--- src/rtl/scm_pkg.sv ---
package scm_pkg;
  typedef enum logic [2:0] {
    ST_IDLE,
    ST_SBSZ,
    ST_INDEX,
    ST_SEG,
    ST_OUT
  } scm_state_t;
endpackage

--- src/rtl/scm_divider.sv ---
module scm_divider #(
  parameter int W = 8,
  localparam int CW = $clog2(W + 1)
) (
  input  logic         clk,
  input  logic         rst,
  input  logic         start,
  input  logic [W-1:0] dividend,
  input  logic [W-1:0] divisor,
  output logic [W-1:0] quotient,
  output logic [W-1:0] remainder,
  output logic         done
);
  logic [CW-1:0] cnt;
  logic          busy;
  logic [W-1:0]  q_r, r_r, d_r, n_r;
  logic [W:0]    trial, diff;

  assign trial = {r_r, q_r[W-1]};
  assign diff  = trial - {1'b0, d_r};

  always_ff @(posedge clk) begin
    if (rst) begin
      busy <= 1'b0;
      done <= 1'b0;
      cnt  <= '0;
      q_r  <= '0;
      r_r  <= '0;
      d_r  <= '0;
      n_r  <= '0;
    end else begin
      done <= 1'b0;
      if (start && !busy) begin
        busy <= 1'b1;
        cnt  <= CW'(W);
        q_r  <= dividend;
        n_r  <= dividend;
        r_r  <= '0;
        d_r  <= divisor;
      end else if (busy) begin
        if (!diff[W]) begin
          r_r <= diff[W-1:0];
          q_r <= {q_r[W-2:0], 1'b1};
        end else begin
          r_r <= trial[W-1:0];
          q_r <= {q_r[W-2:0], 1'b0};
        end
        cnt <= cnt - 1'b1;
        if (cnt == CW'(1)) begin
          busy <= 1'b0;
          done <= 1'b1;
        end
      end
    end
  end

  assign quotient  = q_r;
  assign remainder = r_r;

  logic [2*W-1:0] recon;
  assign recon = {{W{1'b0}}, q_r} * {{W{1'b0}}, d_r} + {{W{1'b0}}, r_r};

  // R2 and R3 both rest on an exact quotient and remainder
  a_r3_quotient: assert property (@(posedge clk) disable iff (rst)
    (done && d_r != '0) |-> (recon == {{W{1'b0}}, n_r} && r_r < d_r));
  a_r3_busy_done: assert property (@(posedge clk) disable iff (rst)
    done |-> !busy);
endmodule

--- src/rtl/scm_segment.sv ---
module scm_segment #(
  parameter int SPARE_W = 8,
  parameter int LEN_W   = 9,
  parameter int NBUF    = 8,
  parameter int REGION  = 64,
  parameter int ADDR_W  = 16,
  parameter logic [ADDR_W-1:0] BASE = 16'h1000,
  localparam int IDX_W  = $clog2(NBUF),
  localparam int REG_SH = $clog2(REGION)
) (
  input  logic [IDX_W-1:0]   idx,
  input  logic [SPARE_W-1:0] inoff,
  input  logic [SPARE_W-1:0] per_buf,
  input  logic [LEN_W-1:0]   remain,
  output logic               has_room,
  output logic [LEN_W-1:0]   seg_len,
  output logic [ADDR_W-1:0]  seg_addr
);
  logic             last;
  logic [LEN_W-1:0] room;

  assign last = (idx == IDX_W'(NBUF - 1));

  always_comb begin
    if (last) begin
      if (LEN_W'(inoff) >= LEN_W'(REGION)) room = '0;
      else                                  room = LEN_W'(REGION) - LEN_W'(inoff);
    end else begin
      room = LEN_W'(per_buf) - LEN_W'(inoff);
    end
  end

  assign has_room = (room != '0);
  assign seg_len  = (remain < room) ? remain : room;
  assign seg_addr = BASE + (ADDR_W'(idx) << REG_SH) + ADDR_W'(inoff);
endmodule

--- src/rtl/spare_chunk_mapper.sv ---
module spare_chunk_mapper
  import scm_pkg::*;
#(
  parameter int PAGE_W  = 16,
  parameter int SPARE_W = 8,
  parameter int LEN_W   = 9,
  parameter int NBUF    = 8,
  parameter int REGION  = 64,
  parameter int CHUNK   = 512,
  parameter int ADDR_W  = 16,
  parameter logic [ADDR_W-1:0] BASE = 16'h1000,
  localparam int IDX_W    = $clog2(NBUF),
  localparam int CHUNK_SH = $clog2(CHUNK)
) (
  input  logic               clk,
  input  logic               rst,
  input  logic               req_valid,
  output logic               req_ready,
  input  logic [PAGE_W-1:0]  page_bytes,
  input  logic [SPARE_W-1:0] spare_bytes,
  input  logic [SPARE_W-1:0] start_off,
  input  logic [LEN_W-1:0]   xfer_len,
  output logic               burst_valid,
  input  logic               burst_ready,
  output logic [IDX_W-1:0]   burst_buf,
  output logic [SPARE_W-1:0] burst_off,
  output logic [LEN_W-1:0]   burst_len,
  output logic [ADDR_W-1:0]  burst_addr,
  output logic               done
);
  scm_state_t st;

  logic [SPARE_W-1:0] off_q, sb_q, inoff_q;
  logic [LEN_W-1:0]   len_q;
  logic [IDX_W-1:0]   idx_q;

  logic               div_start;
  logic [SPARE_W-1:0] div_a, div_b, div_q, div_r;
  logic               div_done;
  logic [SPARE_W-1:0] sb_next;

  logic               seg_room;
  logic [LEN_W-1:0]   seg_len;
  logic [ADDR_W-1:0]  seg_addr;

  scm_divider #(.W(SPARE_W)) u_div (
    .clk      (clk),
    .rst      (rst),
    .start    (div_start),
    .dividend (div_a),
    .divisor  (div_b),
    .quotient (div_q),
    .remainder(div_r),
    .done     (div_done)
  );

  scm_segment #(
    .SPARE_W(SPARE_W), .LEN_W(LEN_W), .NBUF(NBUF),
    .REGION(REGION), .ADDR_W(ADDR_W), .BASE(BASE)
  ) u_seg (
    .idx     (idx_q),
    .inoff   (inoff_q),
    .per_buf (sb_q),
    .remain  (len_q),
    .has_room(seg_room),
    .seg_len (seg_len),
    .seg_addr(seg_addr)
  );

  assign sb_next   = {div_q[SPARE_W-1:1], 1'b0};
  assign req_ready = (st == ST_IDLE);

  always_ff @(posedge clk) begin
    if (rst) begin
      st          <= ST_IDLE;
      off_q       <= '0;
      sb_q        <= '0;
      inoff_q     <= '0;
      len_q       <= '0;
      idx_q       <= '0;
      div_start   <= 1'b0;
      div_a       <= '0;
      div_b       <= '0;
      burst_valid <= 1'b0;
      burst_buf   <= '0;
      burst_off   <= '0;
      burst_len   <= '0;
      burst_addr  <= '0;
      done        <= 1'b0;
    end else begin
      div_start <= 1'b0;
      done      <= 1'b0;
      case (st)
        ST_IDLE: begin
          if (req_valid) begin
            off_q     <= start_off;
            len_q     <= xfer_len;
            div_a     <= spare_bytes;
            div_b     <= SPARE_W'(page_bytes >> CHUNK_SH);
            div_start <= 1'b1;
            st        <= ST_SBSZ;
          end
        end
        ST_SBSZ: begin
          if (div_done) begin
            sb_q      <= sb_next;
            div_a     <= off_q;
            div_b     <= sb_next;
            div_start <= 1'b1;
            st        <= ST_INDEX;
          end
        end
        ST_INDEX: begin
          if (div_done) begin
            if (div_q > SPARE_W'(NBUF - 1)) begin
              idx_q   <= IDX_W'(NBUF - 1);
              inoff_q <= off_q - SPARE_W'((NBUF - 1) * sb_q);
            end else begin
              idx_q   <= IDX_W'(div_q);
              inoff_q <= div_r;
            end
            st <= ST_SEG;
          end
        end
        ST_SEG: begin
          if (len_q == '0 || !seg_room) begin
            done <= 1'b1;
            st   <= ST_IDLE;
          end else begin
            burst_valid <= 1'b1;
            burst_buf   <= idx_q;
            burst_off   <= inoff_q;
            burst_len   <= seg_len;
            burst_addr  <= seg_addr;
            st          <= ST_OUT;
          end
        end
        ST_OUT: begin
          if (burst_ready) begin
            burst_valid <= 1'b0;
            len_q       <= len_q - burst_len;
            if (idx_q == IDX_W'(NBUF - 1)) begin
              inoff_q <= inoff_q + SPARE_W'(burst_len);
            end else begin
              idx_q   <= idx_q + 1'b1;
              inoff_q <= '0;
            end
            st <= ST_SEG;
          end
        end
        default: st <= ST_IDLE;
      endcase
    end
  end

  a_r8_hold: assert property (@(posedge clk) disable iff (rst)
    (burst_valid && !burst_ready) |=> (burst_valid && $stable(burst_buf) &&
      $stable(burst_off) && $stable(burst_len) && $stable(burst_addr)));
  a_r1_busy: assert property (@(posedge clk) disable iff (rst)
    burst_valid |-> !req_ready);
  a_r9_exclusive: assert property (@(posedge clk) disable iff (rst)
    done |-> !burst_valid);
  a_r9_pulse: assert property (@(posedge clk) disable iff (rst)
    done |=> !done);
  a_r7_nonzero: assert property (@(posedge clk) disable iff (rst)
    burst_valid |-> burst_len != '0);
  a_r5_region: assert property (@(posedge clk) disable iff (rst)
    (burst_valid && burst_buf == IDX_W'(NBUF - 1)) |->
      ((LEN_W + 1)'(burst_off) + (LEN_W + 1)'(burst_len) <= (LEN_W + 1)'(REGION)));
  a_r4_inbuf: assert property (@(posedge clk) disable iff (rst)
    (burst_valid && burst_buf != IDX_W'(NBUF - 1)) |->
      ((LEN_W + 1)'(burst_off) + (LEN_W + 1)'(burst_len) <= (LEN_W + 1)'(sb_q)));
endmodule

--- config.mk ---
export PLATFORM = sky130hd
export DESIGN_NAME = spare_chunk_mapper
export DESIGN_NICKNAME = d
export VERILOG_FILES = /design/src/rtl/scm_pkg.sv /design/src/rtl/scm_divider.sv /design/src/rtl/scm_segment.sv /design/src/rtl/spare_chunk_mapper.sv
export SDC_FILE = /design/constraint.sdc
export NUM_CORES = 1
export LEC_CHECK = 0
export ABC_AREA = 1
export CORE_MARGIN = 2
export CORE_UTILIZATION = 30
export DETAILED_ROUTE_END_ITERATION = 8
export PLACE_DENSITY = 0.53
export SKIP_LAST_GASP = 1
export SLEW_MARGIN = 0
export SYNTH_ARGS = -nofsm -noshare
export SYNTH_HDL_FRONTEND = slang
export SYNTH_SLANG_ARGS = --single-unit
--- constraint.sdc ---
create_clock -name clk -period 3.17 [get_ports clk]
set_clock_uncertainty 0.1 [all_clocks]
set_input_delay 0.317 -clock clk [delete_from_list [all_inputs] [get_ports clk]]
set_output_delay 0.317 -clock clk [all_outputs]
set_load 0.005 [all_outputs]
# == Word-level counts from Yosys, hierarchy flattened ==
# Index checks and enable logic that the tools add are counted.
# word_totals
regBits,123
latchBits,0
ramBits,0
mem_bits_ro,0
in_bits,45
out_inout_bits,39
elab_cells,120
n_memories,0
# classes
n_addsub,10
multipliers,1
div,0
magnitude_cmp,3
eq_ne,12
shifts,0
n_mux,45
bitwise,3
reduce_logical,24
# ops
cell,count
8-bit two-way mux,11
8-bit case mux with 2 select lines,3
9-bit two-way mux,5
3-bit two-way mux,9
9-bit case mux with 2 select lines,1
16-bit by 8-bit adder with 16-bit output,1
3-bit case mux with 5 select lines,1
"13-bit by 9-bit adder with 14-bit output, first input constant",1
3-bit AND reduction,4
1-bit two-way mux,10
2-bit nonzero test,5
9-bit logical NOT,1
9-bit < comparator,1
9-bit nonzero test,1
"7-bit by 8-bit subtractor with 9-bit output, first input constant",1
8-bit by 8-bit subtractor with 9-bit output,1
9-bit by 8-bit subtractor with 9-bit output,1
9-bit subtractor,1
8-bit adder,1
"8-bit by 7-bit >= comparator with 1-bit output, second input constant",1
"8-bit by 3-bit > comparator with 1-bit output, second input constant",1
4-bit two-way mux,2
"2-bit inequality test, second input constant",4
4-bit AND reduction,2
19 further kinds,29

# == Depth between registers and ports, before layout ==
# depth
word_depth,8
depth_mapped,24
depth_no_buf,23

# == Modules after synthesis ==
# From an unflattened synthesis, not the netlist that was laid out.
# unflattened
hier_cells,1166
area_unflattened_um2,8066.5
# by_module_without_submodules
module,n_inst,cells_per_inst,area_per_inst_um2,seq_area_each_um2
spare_chunk_mapper,1,680,5022.3,1861.8
scm_divider,1,251,1776.7,600.6
scm_segment,1,235,1267.5,0.0

# == Worst setup path before layout ==
# Ideal clock, no wire load.
# synth_timing
path_kind,register -> register
from,register sb_q[1]
to,register burst_len[5]
setup_time_ns,0.113
arrival_time_ns,2.820
required_time_ns,2.957
path_slack_ns,0.138
stages_incl_launch_ff,23
path_buffers,1
synth_period_minus_slack_ns,3.032
path_cell_list,dfxtp_1 inv_1 fa_1 inv_1 nand2_1 nand2_1 nand3_1 nand3b_1 nand3_1 nand2_1 inv_1 ha_1 nand2_1 inv_1 o21ai_0 nand2_1 a21oi_1 nand2_1 inv_2 clkbuf_1 o21ai_0 nor2_1 nor2_1
# synth_via
elab_chain_cells,7
elab_cells_between_ends,9
cone_classes,1 x add/sub; 1 x order compare; 2 x mux; 1 x bitwise; 4 x reduce/logical
# synth_lines
element,line_no,rtl
"start, declared",spare_chunk_mapper.sv:33,"logic [SPARE_W-1:0] off_q, sb_q, inoff_q;"
"start signal, assigned",spare_chunk_mapper.sv:106,sb_q <= sb_next;
8-bit by 8-bit subtractor with 9-bit output (*),scm_segment.sv:29,room = LEN_W'(per_buf) - LEN_W'(inoff);
9-bit two-way mux (*),scm_segment.sv:25,if (last) begin
branches (longest 5 deep; another with 9-bit < comparator),-,
"end signal, assigned",spare_chunk_mapper.sv:133,burst_len <= seg_len;
"end, declared",spare_chunk_mapper.sv:27,"output logic [LEN_W-1:0] burst_len,"
# Every way passes the cells marked *.
# A chain may end at the register's enable or synchronous reset.

# == Worst setup path in the final report ==
# layout_timing
from,register sb_q[2]
to,register inoff_q[7]
# layout_via
elab_chain_cells,5
# layout_lines
element,line_no,rtl
3-bit by 7-bit multiplier with 7-bit output,spare_chunk_mapper.sv:117,inoff_q <= off_q - SPARE_W'((NBUF - 1) * sb_q);
8-bit subtractor,spare_chunk_mapper.sv:117,
8-bit two-way mux,spare_chunk_mapper.sv:115,if (div_q > SPARE_W'(NBUF - 1)) begin
8-bit two-way mux,spare_chunk_mapper.sv:114,if (div_done) begin
8-bit case mux with 2 select lines,spare_chunk_mapper.sv:93,case (st)
"end signal, assigned",spare_chunk_mapper.sv:117,
"end signal, assigned",spare_chunk_mapper.sv:120,inoff_q <= div_r;
"end signal, assigned",spare_chunk_mapper.sv:143,inoff_q <= inoff_q + SPARE_W'(burst_len);
"end, declared",spare_chunk_mapper.sv:33,
# Every way passes these cells. The select of a mux whose other input is x is not followed.

==> flow_summary.json <==
{
  "fp.dieW_um": 160,
  "async_flop_share_pct": 0,
  "min_path_type": "register to register",
  "total_power_w": 0.00523,
  "cts-root-buf": "clkbuf_16",
  "grt_max_degree": 48,
  "drtAntennaViolNets": 0,
  "track_usage_pct": 16.1,
  "wirelength_um": 20100,
  "drc": 0,
  "p_leak_nw": 3.84,
  "maxSlewViolCount": 0,
  "crit_path_end_kind": "register",
  "crit_type": "register to register",
  "finalCritPeriodShare_pct": 95.3,
  "coreArea_sq_um": 23600,
  "post_dp_cell_area_sq_um": 8370,
  "synth_seq_cells": 112,
  "clkTransAtPathRegs_ns": 0.09,
  "holdBufCountCts": 0,
  "multi_input_area_sq_um": 4430,
  "nets": 1201,
  "cts_inserted_buffers": 9,
  "ys_seq_area_share_pct": 30.9,
  "initial_utilization_pct": 30.7,
  "synth_edf_count": 0,
  "drtIter0Drc": 370,
  "diodes": 0,
  "place_congestion": 0.845,
  "design_area_sq_um": 8860,
  "worst_pin_slew_ns": 0.688,
  "clock_path_buffers": 2,
  "die_h_um": 160,
  "finalHoldViolations": 0,
  "dieArea_sq_um": 25400,
  "yosys_warnings": 0,
  "powerDensity_nw_per_um2": 591,
  "final_cell_mix": "228 x nand2_1, 107 x dfxtp_1, 102 x inv_1, 80 x a21oi_1, 68 x clkdlybuf4s50_1",
  "timing.fmax_mhz": 331,
  "critPathArrivalTime_ns": 3.19,
  "ir_drop_v": 0.000246,
  "htree_levels": 3,
  "pin_count": 84,
  "antenna_found_initial": 0,
  "grt_pass1_vias": 6405,
  "drive_above_1_share_pct": 13.7,
  "vias": 6695,
  "wl_per_cell_um": 14.3,
  "setup_violations": 0,
  "synth_area_sq_um": 7260,
  "start_kind": "register",
  "fp-row-count": 56,
  "required_ns": 3.34,
  "detail_route.first_pass.iterations": 5,
  "grt-ovfl-total": 0,
  "ys.flop_type": "dfxtp_1",
  "layout_commonest_cell": "nand2_1",
  "area_delta_synth_final_pct": 22.1,
  "drv_cap": 0,
  "syn_area_per_cell_sq_um": 7.19,
  "clock_sinks": 112,
  "syn_inst": 1009,
  "rsz0062_at_grt": "yes",
  "io_buffers": 69,
  "fin_util_pct": 37.5,
  "worst_slack_ns": 0.150,
  "path_max_fanout": 5,
  "run_status": "completed",
  "viasPerCell": 4.74,
  "dp_slack_ns": -0.120,
  "grt_pass1_wl_um": 33200,
  "period_needed_ns": 3.02,
  "dp_hpwl_um": 15100,
  "worstSkewPairLatency_ns": 0.37,
  "cts_tree": "built",
  "layout.area.seq_sq_um": 2260,
  "fill_cells": 2549,
  "synth.distinct_cells": 55,
  "slew_headroom_pct": 54.1
}
-- final cells by class --
type                    count  share of cell area, %
multi-input cells         738                   50.0
well taps                 319                   4.50
flip-flops and latches    112                   25.5
repair buffers            110                   11.4
repair inverters            1                 0.0847
clock buffers               9                   2.54
clock inverters             7                  0.960
inverters                 117                   5.03
-- synthesized netlist by cell type (5+ instances only) --
cell      count  area (sq um)
a211oi_1      5          37.5
a21oi_1      85           425
nor3_1        7          35.0
fa_1         11           220
dfxtp_1     112          2240
xnor2_1       8          70.1
nor2_1       54           203
clkbuf_1     22          82.6
nand2_1     232           871
xor2_1       11          96.3
nand4_1      21           131
a21oi_2      16           140
a31oi_1      25           156
inv_2         8          30.0
nand3_1      52           260
o211ai_1      9          67.6
buf_2         7          35.0
or2_2         7          43.8
nand3b_1      6          45.0
buf_4        12          90.1
inv_1       105           394
o21ai_0      66           330
ha_1         56           701
nand2_2      20           125
-- per-stage QoR --
stage               instances  hold WS (ns)  setup TNS, ns
finish                   1413         0.350              0
global route             1413         0.381         -0.157
CTS                      1406         0.355        -0.0287
detailed placement       1390         0.343         -0.303
global placement         1390         0.341        -0.0509
floorplan                1013         0.333              0
-- critical path: stages, from the launching register on --
cell	delay (ns)
dfxtp_4	0.38
buf_4	0.14
fa_2	0.47
fa_1	0.56
inv_1	0.04
ha_1	0.30
nand3_1	0.09
nand3_1	0.09
a21o_1	0.17
a21oi_2	0.14
nor2_1	0.06
o21ai_1	0.18
nand3_1	0.09
nand2_1	0.07
inv_1	0.03
-- kinds of logic (layout without fill, tap and decap cells) --
logic type | count (synthesis) | count (layout) | synth area share (%)
other | 1 | 5 | 0.0517
flip-flops | 112 | 112 | 30.9
AO/OA/AOI/OAI | 230 | 230 | 18.5
AND/OR/NAND/NOR | 416 | 416 | 25.6
XOR/XNOR | 20 | 20 | 2.52
adder cells (fa/ha/maj) | 67 | 67 | 12.7
buffers and inverters | 163 | 244 | 9.67
-- report_power, final --
group	leakage (nW)	switching [W]	total, W	internal [W]
sequential	0.915	0.000193	0.00181	0.00161
combinational	2.78	0.00140	0.00223	0.000825
clock	0.152	0.000630	0.00120	0.000568
-- per-layer routing --
layer / wire (um) / up-vias / GRT usage (%)
met5: 0 / - / 0
met4: 380 / 0 / 4.67
met3: 811 / 22 / 3.02
met2: 9180 / 129 / 26.4
met1: 9780 / 3025 / 21.5
li1: - / 3519 / -
-- state kept, by name, summed over array words and instances (netlist names) --
register / cells
div_start: 1
u_div.busy: 1
burst_valid: 1
len_q: 9
burst_len: 9
done: 1
u_div.remainder: 8
burst_off: 8
u_div.d_r: 8
div_a: 8
u_div.done: 1
sb_q: 7
st: 3
div_b: 8
idx_q: 3
burst_buf: 3
u_div.quotient: 8
off_q: 8
burst_addr: 5
inoff_q: 8
u_div.cnt: 4
-- path summary, 6_finish.rpt --
| kind | end | from | cells after the start | slack, ns |
|---|---|---|---|---|
| worst min-delay path | burst_addr[12]$_SDFFE_PP0P_ | burst_addr[12]$_SDFFE_PP0P_ | 2 | 0.35 |
| worst max-delay path | inoff_q[7]$_SDFFE_PP0P_ | sb_q[2]$_SDFFE_PP0P_ | 14 | 0.15 |
| worst max register to register | inoff_q[7]$_SDFFE_PP0P_ | sb_q[2]$_SDFFE_PP0P_ | 14 | 0.15 |
| worst min register to register | burst_addr[12]$_SDFFE_PP0P_ | burst_addr[12]$_SDFFE_PP0P_ | 2 | 0.35 |
-- timing repair --
item / in CTS / in global routing
gates cloned: 0 / 1
gates resized for setup: 3 / 34
setup buffers: 0 / 6
endpoints found under the hold margin: 0 / 0
endpoints found under the setup margin: 9 / 13
pin swaps: 0 / 7
(Power assumes the default switching activity.)
